$ cat config.mk
export PLATFORM = sky130hd
export DESIGN_NAME = legacy_dma_regs
export DESIGN_NICKNAME = d
export VERILOG_FILES = /design/src/rtl/dma_pkg.sv /design/src/rtl/dma_decode.sv /design/src/rtl/dma_arb.sv /design/src/rtl/dma_channel.sv /design/src/rtl/legacy_dma_regs.sv
export SDC_FILE = /design/constraint.sdc
export NUM_CORES = 1
export LEC_CHECK = 0
export CAP_MARGIN = 20
export CORE_UTILIZATION = 45
export CTS_BUF_LIST = sky130_fd_sc_hd__clkbuf_4
export CTS_CLUSTER_DIAMETER = 150
export DETAILED_ROUTE_END_ITERATION = 7
export DONT_BUFFER_PORTS = 1
export PLACE_DENSITY = 0.59
export REMOVE_ABC_BUFFERS = 1
export SYNTH_ARGS = -nofsm -noshare
export SYNTH_HDL_FRONTEND = slang
export SYNTH_HIERARCHICAL = 1
export SYNTH_SLANG_ARGS = --single-unit
export TNS_END_PERCENT = 5
$ cat constraint.sdc
create_clock -name clk -period 9 [get_ports clk]
set_clock_uncertainty 0.1 [all_clocks]
set_input_delay 1.8 -clock clk [delete_from_list [all_inputs] [get_ports clk]]
set_output_delay 1.8 -clock clk [all_outputs]
set_load 0.05 [all_outputs]
$ cat src/rtl/dma_pkg.sv
package dma_pkg;
  localparam int unsigned NCH    = 4;
  localparam int unsigned CH_W   = 2;
  localparam int unsigned REG_W  = 16;
  localparam int unsigned PAGE_W = 8;
  localparam int unsigned PHYS_W = REG_W + PAGE_W;
  localparam int unsigned BYTE_W = 8;
  localparam int unsigned MODE_W = 6;      // stored mode bits 7:2

  // register indices (before stride scaling)
  localparam int unsigned IDX_CH_END = 8;
  localparam int unsigned IDX_MASK   = 10;
  localparam int unsigned IDX_MODE   = 11;
  localparam int unsigned IDX_CLR    = 12;

  // bit positions inside host data
  localparam int unsigned MASK_SET_BIT = 2;
  localparam int unsigned MODE_LSB     = 2;
  localparam int unsigned MODE_TOMEM   = 0; // data bit 2
  localparam int unsigned MODE_AUTO    = 2; // data bit 4

  typedef enum logic [2:0] {
    ACC_NONE, ACC_ADDR, ACC_CNT, ACC_MASK, ACC_MODE, ACC_CLR
  } acc_kind_e;

  typedef struct packed {
    acc_kind_e       kind;
    logic [CH_W-1:0] ch;
  } acc_t;

  function automatic logic [BYTE_W-1:0] page_port(input logic word, input logic [CH_W-1:0] ch);
    logic [BYTE_W-1:0] p;
    case (ch)
      2'd0:    p = 8'h87;
      2'd1:    p = 8'h83;
      2'd2:    p = 8'h81;
      default: p = 8'h82;
    endcase
    return word ? (p | 8'h08) : p;
  endfunction
endpackage

$ cat src/rtl/dma_decode.sv
module dma_decode import dma_pkg::*; #(
  parameter bit               WORD_MODE = 1'b0,
  parameter logic [BYTE_W-1:0] IO_BASE  = 8'h00
) (
  input  logic [BYTE_W-1:0] io_addr,
  output acc_t              acc,
  output logic [NCH-1:0]    page_hit
);
  localparam int unsigned SHIFT = WORD_MODE ? 1 : 0;

  logic [BYTE_W-1:0] off;
  logic [BYTE_W-1:0] idx;
  logic              aligned;

  assign off     = io_addr - IO_BASE;
  assign idx     = off >> SHIFT;
  assign aligned = (WORD_MODE == 1'b0) || (off[0] == 1'b0);

  always_comb begin
    acc.kind = ACC_NONE;
    acc.ch   = idx[CH_W:1];
    if (aligned) begin
      if (idx < BYTE_W'(IDX_CH_END)) begin
        acc.kind = idx[0] ? ACC_CNT : ACC_ADDR;
      end else if (idx == BYTE_W'(IDX_MASK)) begin
        acc.kind = ACC_MASK;
      end else if (idx == BYTE_W'(IDX_MODE)) begin
        acc.kind = ACC_MODE;
      end else if (idx == BYTE_W'(IDX_CLR)) begin
        acc.kind = ACC_CLR;
      end
    end
  end

  for (genvar c = 0; c < NCH; c++) begin : g_page
    assign page_hit[c] = (io_addr == page_port(WORD_MODE, CH_W'(c)));
  end
endmodule

$ cat src/rtl/dma_arb.sv
module dma_arb #(
  parameter int unsigned N  = 4,
  parameter int unsigned IW = (N > 1) ? $clog2(N) : 1
) (
  input  logic [N-1:0]  req,
  output logic [N-1:0]  grant,
  output logic          valid,
  output logic [IW-1:0] idx
);
  // lowest set bit wins
  assign grant = req & (~req + N'(1));
  assign valid = |req;

  always_comb begin
    idx = '0;
    for (int i = 0; i < N; i++) begin
      if (grant[i]) idx = IW'(i);
    end
  end
endmodule

$ cat src/rtl/dma_channel.sv
module dma_channel import dma_pkg::*; (
  input  logic              clk,
  input  logic              rst_n,
  input  logic              wr_addr,
  input  logic              wr_cnt,
  input  logic              wr_hi,
  input  logic [BYTE_W-1:0] wdata,
  input  logic              wr_mask,
  input  logic              mask_val,
  input  logic              wr_mode,
  input  logic [MODE_W-1:0] mode_val,
  input  logic              grant,
  output logic [REG_W-1:0]  cur_addr,
  output logic [REG_W-1:0]  cur_cnt,
  output logic [REG_W-1:0]  base_cnt,
  output logic              masked,
  output logic              auto_en,
  output logic              to_mem,
  output logic              tc
);
  logic [REG_W-1:0]  base_addr_q, base_addr_d, addr_q, addr_d;
  logic [REG_W-1:0]  base_cnt_q, base_cnt_d, cnt_q, cnt_d;
  logic              mask_q, mask_d;
  logic [MODE_W-1:0] mode_q, mode_d;
  logic              en;

  assign tc = grant && (cnt_q == '0);

  always_comb begin
    base_addr_d = base_addr_q;
    base_cnt_d  = base_cnt_q;
    addr_d      = addr_q;
    cnt_d       = cnt_q;
    mask_d      = mask_q;
    mode_d      = mode_q;
    // engine update
    if (grant) begin
      if (cnt_q == '0 && mode_q[MODE_AUTO]) begin
        addr_d = base_addr_q;
        cnt_d  = base_cnt_q;
      end else begin
        addr_d = addr_q + REG_W'(1);
        cnt_d  = cnt_q - REG_W'(1);
        if (cnt_q == '0) mask_d = 1'b1;
      end
    end
    // host writes take precedence over the engine for the same register
    if (wr_addr) begin
      addr_d      = wr_hi ? {wdata, addr_q[BYTE_W-1:0]} : {addr_q[REG_W-1:BYTE_W], wdata};
      base_addr_d = wr_hi ? {wdata, base_addr_q[BYTE_W-1:0]} : {base_addr_q[REG_W-1:BYTE_W], wdata};
    end
    if (wr_cnt) begin
      cnt_d      = wr_hi ? {wdata, cnt_q[BYTE_W-1:0]} : {cnt_q[REG_W-1:BYTE_W], wdata};
      base_cnt_d = wr_hi ? {wdata, base_cnt_q[BYTE_W-1:0]} : {base_cnt_q[REG_W-1:BYTE_W], wdata};
    end
    if (wr_mask) mask_d = mask_val;
    if (wr_mode) mode_d = mode_val;
  end

  assign en = grant | wr_addr | wr_cnt | wr_mask | wr_mode;

  always_ff @(posedge clk or negedge rst_n) begin
    if (!rst_n) begin
      base_addr_q <= '0;
      base_cnt_q  <= '0;
      addr_q      <= '0;
      cnt_q       <= '0;
      mask_q      <= 1'b1;
      mode_q      <= '0;
    end else if (en) begin
      base_addr_q <= base_addr_d;
      base_cnt_q  <= base_cnt_d;
      addr_q      <= addr_d;
      cnt_q       <= cnt_d;
      mask_q      <= mask_d;
      mode_q      <= mode_d;
    end
  end

  assign cur_addr = addr_q;
  assign cur_cnt  = cnt_q;
  assign base_cnt = base_cnt_q;
  assign masked   = mask_q;
  assign auto_en  = mode_q[MODE_AUTO];
  assign to_mem   = mode_q[MODE_TOMEM];
endmodule

$ cat src/rtl/legacy_dma_regs.sv
module legacy_dma_regs import dma_pkg::*; #(
  parameter bit               WORD_MODE = 1'b0,
  parameter logic [BYTE_W-1:0] IO_BASE  = 8'h00
) (
  input  logic              clk,
  input  logic              rst_n,
  input  logic              io_wr,
  input  logic              io_rd,
  input  logic [BYTE_W-1:0] io_addr,
  input  logic [BYTE_W-1:0] io_wdata,
  output logic [BYTE_W-1:0] io_rdata,
  input  logic [NCH-1:0]    dreq,
  output logic              xfer_valid,
  output logic [CH_W-1:0]   xfer_ch,
  output logic [PHYS_W-1:0] xfer_addr,
  output logic              xfer_to_mem,
  output logic              xfer_tc
);
  // reset: asynchronous assert, synchronous release
  logic [1:0] rs_q;
  logic       rst_q_n;
  always_ff @(posedge clk or negedge rst_n) begin
    if (!rst_n) rs_q <= '0;
    else        rs_q <= {rs_q[0], 1'b1};
  end
  assign rst_q_n = rs_q[1];

  acc_t           acc;
  logic [NCH-1:0] page_hit;

  dma_decode #(.WORD_MODE(WORD_MODE), .IO_BASE(IO_BASE)) u_dec (
    .io_addr  (io_addr),
    .acc      (acc),
    .page_hit (page_hit)
  );

  // byte pointer
  logic ptr_q, ptr_d, acc_reg;
  assign acc_reg = (acc.kind == ACC_ADDR) || (acc.kind == ACC_CNT);
  always_comb begin
    ptr_d = ptr_q;
    if (io_wr && acc.kind == ACC_CLR)     ptr_d = 1'b0;
    else if ((io_wr || io_rd) && acc_reg) ptr_d = ~ptr_q;
  end
  always_ff @(posedge clk or negedge rst_q_n) begin
    if (!rst_q_n)             ptr_q <= 1'b0;
    else if (io_wr || io_rd)  ptr_q <= ptr_d;
  end

  logic [NCH-1:0][REG_W-1:0]  cur_addr_a, cur_cnt_a, base_cnt_a;
  logic [NCH-1:0][PAGE_W-1:0] page_q;
  logic [NCH-1:0]             mask_v, auto_v, tomem_v, tc_v, grant_v;
  logic [NCH-1:0]             addr_wr_v, cnt_wr_v, mask_wr_v, mode_wr_v;

  for (genvar c = 0; c < NCH; c++) begin : g_ch
    assign addr_wr_v[c] = io_wr && acc.kind == ACC_ADDR && acc.ch == CH_W'(c);
    assign cnt_wr_v[c]  = io_wr && acc.kind == ACC_CNT  && acc.ch == CH_W'(c);
    assign mask_wr_v[c] = io_wr && acc.kind == ACC_MASK && io_wdata[CH_W-1:0] == CH_W'(c);
    assign mode_wr_v[c] = io_wr && acc.kind == ACC_MODE && io_wdata[CH_W-1:0] == CH_W'(c);

    dma_channel u_ch (
      .clk      (clk),
      .rst_n    (rst_q_n),
      .wr_addr  (addr_wr_v[c]),
      .wr_cnt   (cnt_wr_v[c]),
      .wr_hi    (ptr_q),
      .wdata    (io_wdata),
      .wr_mask  (mask_wr_v[c]),
      .mask_val (io_wdata[MASK_SET_BIT]),
      .wr_mode  (mode_wr_v[c]),
      .mode_val (io_wdata[BYTE_W-1:MODE_LSB]),
      .grant    (grant_v[c]),
      .cur_addr (cur_addr_a[c]),
      .cur_cnt  (cur_cnt_a[c]),
      .base_cnt (base_cnt_a[c]),
      .masked   (mask_v[c]),
      .auto_en  (auto_v[c]),
      .to_mem   (tomem_v[c]),
      .tc       (tc_v[c])
    );

    always_ff @(posedge clk or negedge rst_q_n) begin
      if (!rst_q_n)                  page_q[c] <= '0;
      else if (io_wr && page_hit[c]) page_q[c] <= io_wdata;
    end
  end

  dma_arb #(.N(NCH), .IW(CH_W)) u_arb (
    .req   (dreq & ~mask_v),
    .grant (grant_v),
    .valid (xfer_valid),
    .idx   (xfer_ch)
  );

  assign xfer_tc     = |tc_v;
  assign xfer_to_mem = tomem_v[xfer_ch];

  if (WORD_MODE) begin : g_word
    assign xfer_addr = {page_q[xfer_ch][PAGE_W-1:1], cur_addr_a[xfer_ch], 1'b0};
  end else begin : g_byte
    assign xfer_addr = {page_q[xfer_ch], cur_addr_a[xfer_ch]};
  end

  always_comb begin
    io_rdata = '0;
    if (io_rd) begin
      case (acc.kind)
        ACC_ADDR: io_rdata = ptr_q ? cur_addr_a[acc.ch][REG_W-1:BYTE_W] : cur_addr_a[acc.ch][BYTE_W-1:0];
        ACC_CNT:  io_rdata = ptr_q ? cur_cnt_a[acc.ch][REG_W-1:BYTE_W]  : cur_cnt_a[acc.ch][BYTE_W-1:0];
        default:  io_rdata = '0;
      endcase
      for (int c = 0; c < NCH; c++) begin
        if (page_hit[c]) io_rdata = page_q[c];
      end
    end
  end
endmodule

==> results of run 1 <==
-- stage by stage --
stage	cells	setup slack (ps)	hold slack, ps	util	power [W]
after floorplan	1887	-162.8	231.2	-	0.002795
after global placement	2448	2232	237.8	0.4645	0.003195
after detailed placement	2448	2080	242.6	0.4645	0.003209
after CTS	2601	2077	256.6	0.4911	0.004538
after global routing	2603	1783	266.5	0.4914	0.004778
final	2603	2024	252.6	0.4914	0.004523
-- worst max-delay path, cell delays in order --
cell and delay, ps:
or4_4 560, a21oi_1 490, nor3b_1 690, o21ai_0 220
nor4_1 340, nor4_1 80, a21oi_1 880
-- flip-flops by register name (all words and copies together), names as in the netlist --
name	count
g_ch.u_ch/base_cnt	64
g_ch.u_ch/cur_cnt	64
g_ch.u_ch/masked	4
page_q	32
ptr_q	1
g_ch.u_ch/base_addr_q	64
g_ch.u_ch/mode_q	8
g_ch.u_ch/cur_addr	64
rs_q	2
-- logic make-up (layout without fill, tap and decap cells) --
group / count (synthesis) / count (layout) / synth area share
compound gates: 481 / 481 / 0.1685
xor+xnor: 62 / 62 / 0.02908
fa+ha+maj: 12 / 12 / 0.008041
buf+inv: 161 / 215 / 0.03913
flops: 303 / 303 / 0.4063
mux: 183 / 183 / 0.1309
other cells: 1 / 2 / 0.0002008
simple gates: 813 / 813 / 0.2179
-- Yosys cell counts (6+ instances only) --
library cell,number,area share
nor3_1,49,0.013
a2bb2oi_1,10,0.0047
o31ai_1,20,0.0080
o221ai_1,14,0.0066
inv_1,32,0.0064
a21oi_1,105,0.028
nor3b_1,28,0.011
buf_4,13,0.0052
mux2_2,117,0.071
nor4_1,21,0.0070
mux4_2,32,0.039
a22oi_1,15,0.0060
dfrtp_1,299,0.40
and3_1,12,0.0040
buf_2,29,0.0078
clkbuf_1,82,0.016
or4_4,7,0.0042
or3_1,17,0.0057
ha_1,12,0.0080
and4_1,7,0.0033
o22ai_1,27,0.0090
nand2_1,330,0.066
a22o_1,7,0.0033
o211ai_1,16,0.0064
mux2i_1,30,0.016
o22a_1,6,0.0028
a211oi_1,22,0.0088
and2_1,13,0.0044
nand4_1,25,0.0084
xor2_1,28,0.013
o311ai_1,14,0.0066
o21ai_0,74,0.020
nand3_1,51,0.014
a221o_1,20,0.011
or4_1,11,0.0044
nand2b_1,33,0.011
o21ai_1,73,0.020
xnor2_1,34,0.016
nor2_1,145,0.029
nor4_4,8,0.0091
a21o_1,9,0.0036
nor2b_1,29,0.0097
-- path summary, 6_finish.rpt --
| kind | start | slack, ps | end | cells after the start |
|---|---|---|---|---|
| worst max-delay path | io_addr[7] | 2020 | io_rdata[7] | 7 |
| worst min-delay path | rs_q[0] | 250 | rs_q[1] | 0 |
| worst max register to register | g_ch[1].u_ch/masked | 5950 | g_ch[1].u_ch/cur_cnt[7] | 6 |
| worst min register to register | rs_q[0] | 250 | rs_q[1] | 0 |
| max in group asynchronous | rs_q[1] | 6500 | g_ch[1].u_ch/base_cnt[1] | 2 |
| min in group asynchronous | rs_q[1] | 260 | g_ch[2].u_ch/cur_addr[7] | 0 |
-- cell type report --
class	count	area, um^2	share of cell area
repair buffers	30	237.7	0.01182
well taps	532	665.6	0.03310
clock buffers	137	1028	0.05114
inverters	32	120.1	0.005973
diodes	1	2.502	0.0001244
clock inverters	16	60.06	0.002987
flip-flops and latches	303	7592	0.3776
multi-input cells	1552	10400	0.5173
-- power groups by stage --
stage | Sequential (W) | Clock, W | Combinational (W)
floorplan | 0.00188 | 0 | 0.000917
global placement | 0.00202 | 0 | 0.00118
detailed placement | 0.00202 | 0 | 0.00119
CTS | 0.00200 | 0.00134 | 0.00120
global route | 0.00204 | 0.00141 | 0.00133
finish | 0.00201 | 0.00129 | 0.00122
-- routing by layer --
| metal | share of wire | track usage | vias up |
|---|---|---|---|
| met4 | 0.032 | 0.1135 | 0 |
| met3 | 0.091 | 0.09170 | 126 |
| met5 | 0 | 0 | - |
| met2 | 0.45 | 0.4515 | 697 |
| met1 | 0.43 | 0.4032 | 8139 |
| li1 | - | - | 7452 |
==> flow_summary.json, run 1 <==
{
  "clk_latency_ps": 800,
  "mostFrequentLayoutCells": "nand2_1 (330), dfrtp_1 (297), nor2_1 (144)",
  "synth_area_per_cell_um2": 9.262,
  "ir_drop_uv": 109.1,
  "cts_resized": 0,
  "hp-class": "register to register",
  "postCtsSetupRepairBufs": 0,
  "io_pins": 61,
  "clock_path_buffers": 3,
  "finalSetupTns_ps": 0,
  "stdcell_area_um2": 20110,
  "p_seq_frac": 0.444,
  "grt_max_degree": 145,
  "slew_viol_final": 0,
  "synth_seq_area_share": 0.4063,
  "p_sw_w": 0.001737,
  "cts.reportedPaths.clkPinSlew_ps": 60,
  "combPwrFrac": 0.270,
  "ctsHoldBuffers": 0,
  "portBuffers": 0,
  "die-height_um": 205.7,
  "setup_violations": 0,
  "p_int_w": 0.002786,
  "synthToLayoutAreaGrowth_pct": 7.692,
  "synth.distinct_cells": 79,
  "synth_cells": 2016,
  "path_max_fanout": 9,
  "grt_usage": 0.3000,
  "drt_wl_total_um": 61690,
  "antenna_found_initial": 2,
  "start_util": 0.4563,
  "firstDrtPassIters": 6,
  "min_period_over_period": 0.7751,
  "fin_nets": 2043,
  "grt_pass1_wl_um": 96120,
  "power.share.switching": 0.3841,
  "syn_area_um2": 18670,
  "powerDensity_nw_per_um2": 224.9,
  "crit_type": "primary input to primary output",
  "synth-async-reset-ratio": 1.000,
  "layout-drive-gt1-share": 0.1787,
  "cts_sinks": 303,
  "wire_per_inst_um": 23.70,
  "arrival_ps": 5080,
  "layout_commonest_cell": "nand2_1",
  "period_minus_slack_ps": 6976,
  "num_rows": 74,
  "fmaxAchievable_ghz": 0.1434,
  "dominantRegCellSynth": "dfrtp_1",
  "tightest_slew_ps": 1122,
  "cts_made_buffers": 88,
  "core-area_um2": 40920,
  "htreeDepth": 3,
  "synth-edff-count": 0,
  "vias_per_cell": 6.306,
  "die-area_um2": 42310,
  "grt_pass1_vias": 16210,
  "clkPwrFrac": 0.286,
  "post_dp_cell_area_um2": 19010,
  "die_x_um": 205.7,
  "relSlewSlack": 0.2542,
  "worstSetupStartpointType": "primary input",
  "drtAntennaViolNets": 0,
  "hold_viol": 0,
  "end_kind": "primary output",
  "routabilityCongestion": 1.030,
  "status": "finished, final reports clean",
  "num_vias": 16410,
  "drt_iter0_drc": 1409,
  "cp.required_ps": 7100,
  "ys_warn_count": 6,
  "cts_root_buffer": "clkbuf_4",
  "hpwl_um": 40120,
  "drc": 0,
  "rsz0062_at_grt": "false",
  "maxCapViolations": 0,
  "synth-seq-cells": 303,
  "p_leak_nw": 8.718,
  "cts_tree": "done",
  "grt_overflow": 0,
  "fillers": 3921
}
Power figures use the tool's default switching activity.
==> inputs of run 2 (changes only) <==
--- a/config.mk
+++ b/config.mk
@@ -11,7 +11,7 @@
 export CTS_CLUSTER_DIAMETER = 150
 export DETAILED_ROUTE_END_ITERATION = 7
 export DONT_BUFFER_PORTS = 1
-export PLACE_DENSITY = 0.59
+export PLACE_DENSITY = 0.57
 export REMOVE_ABC_BUFFERS = 1
 export SYNTH_ARGS = -nofsm -noshare
 export SYNTH_HDL_FRONTEND = slang
==> constraint.sdc (replaced) <==
create_clock -name clk -period 6.9 [get_ports clk]
set_clock_uncertainty 0.1 [all_clocks]
set_input_delay 1.38 -clock clk [delete_from_list [all_inputs] [get_ports clk]]
set_output_delay 1.38 -clock clk [all_outputs]
set_load 0.05 [all_outputs]
==> run 2 against run 1 <==
  * Core utilization increased by 0.092 points
  * Cell area increased by 0.19%
  * Sequential share of layout area decreased by 0.070 points
  * Largest cell class unchanged
  * Hold slack got worse by 67 ps
  * Total power increased by 29%
  * Via count about the same
  * Non-clock buffer count increased by 5
  * Combinational power increased by 28%
==> flow_summary.json, run 2 (synthesis results as in run 1) <==
{
  "grt_usage": 0.2983,
  "tightest_slew_ps": 1074,
  "crit_chain": "or4_4, a21oi_1, nor3b_1, o21ai_0, nor4_1, nor4_1, a21oi_1, buf_4",
  "startpoint": "io_addr[7]",
  "critPathMaxStageDelay_ps": 690,
  "clock_path_buffers": 3,
  "setup_violations": 0,
  "drc": 0,
  "end_kind": "primary output",
  "io_pins": 61,
  "critical_path_buf_inv_count": 1,
  "relSlewSlack": 0.2810,
  "drtAntennaViolNets": 0,
  "worstSetupStartpointType": "primary input",
  "slew_viol_final": 0,
  "multi_input_area_um2": 10400,
  "stdcell_area_um2": 20150,
  "clk_latency_ps": 780,
  "finalSetupTns_ps": 0,
  "cp_slowest_cell": "nor3b_1",
  "num_vias": 16410,
  "hold_viol": 0,
  "die-area_um2": 42310,
  "vias_per_cell": 6.303,
  "postCtsSetupRepairBufs": 0,
  "cp.required_ps": 5420,
  "powerDensity_nw_per_um2": 289.1,
  "hpwl_um": 40080,
  "ir_drop_uv": 148.7,
  "mostFrequentLayoutCells": "nand2_1 (330), dfrtp_1 (297), nor2_1 (144)",
  "wire_per_inst_um": 23.87,
  "drt_iter0_drc": 1514,
  "firstDrtPassIters": 8,
  "path_max_fanout": 9,
  "cts_sinks": 303,
  "num_rows": 74,
  "cts_resized": 0,
  "htreeDepth": 3,
  "cts_root_buffer": "clkbuf_4",
  "p_leak_nw": 8.724,
  "min_period_over_period": 0.8246,
  "die_x_um": 205.7,
  "cp_top_family": "simple AND/OR/NAND/NOR gates",
  "arrival_ps": 4210,
  "layout-drive-gt1-share": 0.1770,
  "routabilityCongestion": 0.9601,
  "grt_max_degree": 136,
  "synthToLayoutAreaGrowth_pct": 7.893,
  "start_util": 0.4563,
  "rsz0062_at_grt": "false",
  "cts_made_buffers": 89,
  "ctsHoldBuffers": 0,
  "grt_overflow": 0,
  "fmaxAchievable_ghz": 0.1758,
  "fillers": 3922,
  "drt_wl_total_um": 62120,
  "crit_type": "primary input to primary output",
  "layout_commonest_cell": "nand2_1",
  "dp_worst_setup_slack_ps": 1286,
  "grt_pass1_wl_um": 95650,
  "portBuffers": 0,
  "seq_area_um2": 7592,
  "period_minus_slack_ps": 5690,
  "cts.reportedPaths.clkPinSlew_ps": 60,
  "maxCapViolations": 0,
  "status": "finished, final reports clean",
  "timing.final.ws_setup_ps": 1210,
  "post_dp_cell_area_um2": 19080,
  "utilization": 0.4923,
  "r2r_start": "g_ch[0].u_ch/masked",
  "antenna_found_initial": 4,
  "cts_tree": "done",
  "grt_pass1_vias": 16010,
  "hp-class": "primary input to async pin",
  "core-area_um2": 40920,
  "fin_hold_ws_ps": 185.9,
  "die-height_um": 205.7,
  "fin_nets": 2049
}
## run 2: metrics by stage
stage,instances,total power (W)
2_1_floorplan,1887,0.003646
3_3_place_gp,2452,0.004164
3_5_place_dp,2453,0.004189
4_1_cts,2599,0.005854
5_1_grt,2602,0.006161
6_report,2603,0.005824
## run 2: worst reg2reg max path: cells and delay by family, from the launching register on
kind	cells	cell delay [ps]
flip-flops	1	530
buffers and inverters	2	560
AO/OA/AOI/OAI	1	370
AND/OR/NAND/NOR	4	1540
## run 2: worst paths after layout
check	end	slack (ps)	depth (start not counted)
setup reg to reg	g_ch[3].u_ch/cur_cnt[8]	3670	7
setup / recovery	io_rdata[7]	1210	8
hold / removal	rs_q[1]	190	0
hold reg to reg	rs_q[1]	240	0
min in group clk	rs_q[1]	240	0
max in group asynchronous	g_ch[1].u_ch/base_cnt[10]	5230	1
## run 2: layer usage
layer | vias up | routed length [um] | global-route usage
met3 | 148 | 5234 | 0.07127
met4 | 0 | 2217 | 0.1288
met2 | 716 | 27560 | 0.4500
met5 | - | 0 | 0
met1 | 8088 | 27110 | 0.4069
li1 | 7455 | - | -
## run 2: cell type report
type	count	area share
diodes	3	0.0003726
clock buffers	128	0.04770
clock inverters	18	0.003478
inverters	32	0.005962
multi-input cells	1552	0.5163
flip-flops and latches	303	0.3768
well taps	532	0.03304
repair buffers	35	0.01627
## run 2: where the power goes
part           total (W)  leakage (nW)  switching (W)  internal, W
Clock            0.00162         0.624       0.000784     0.000838
Sequential       0.00264          3.97       0.000601      0.00204
Combinational    0.00156          4.13       0.000861     0.000698
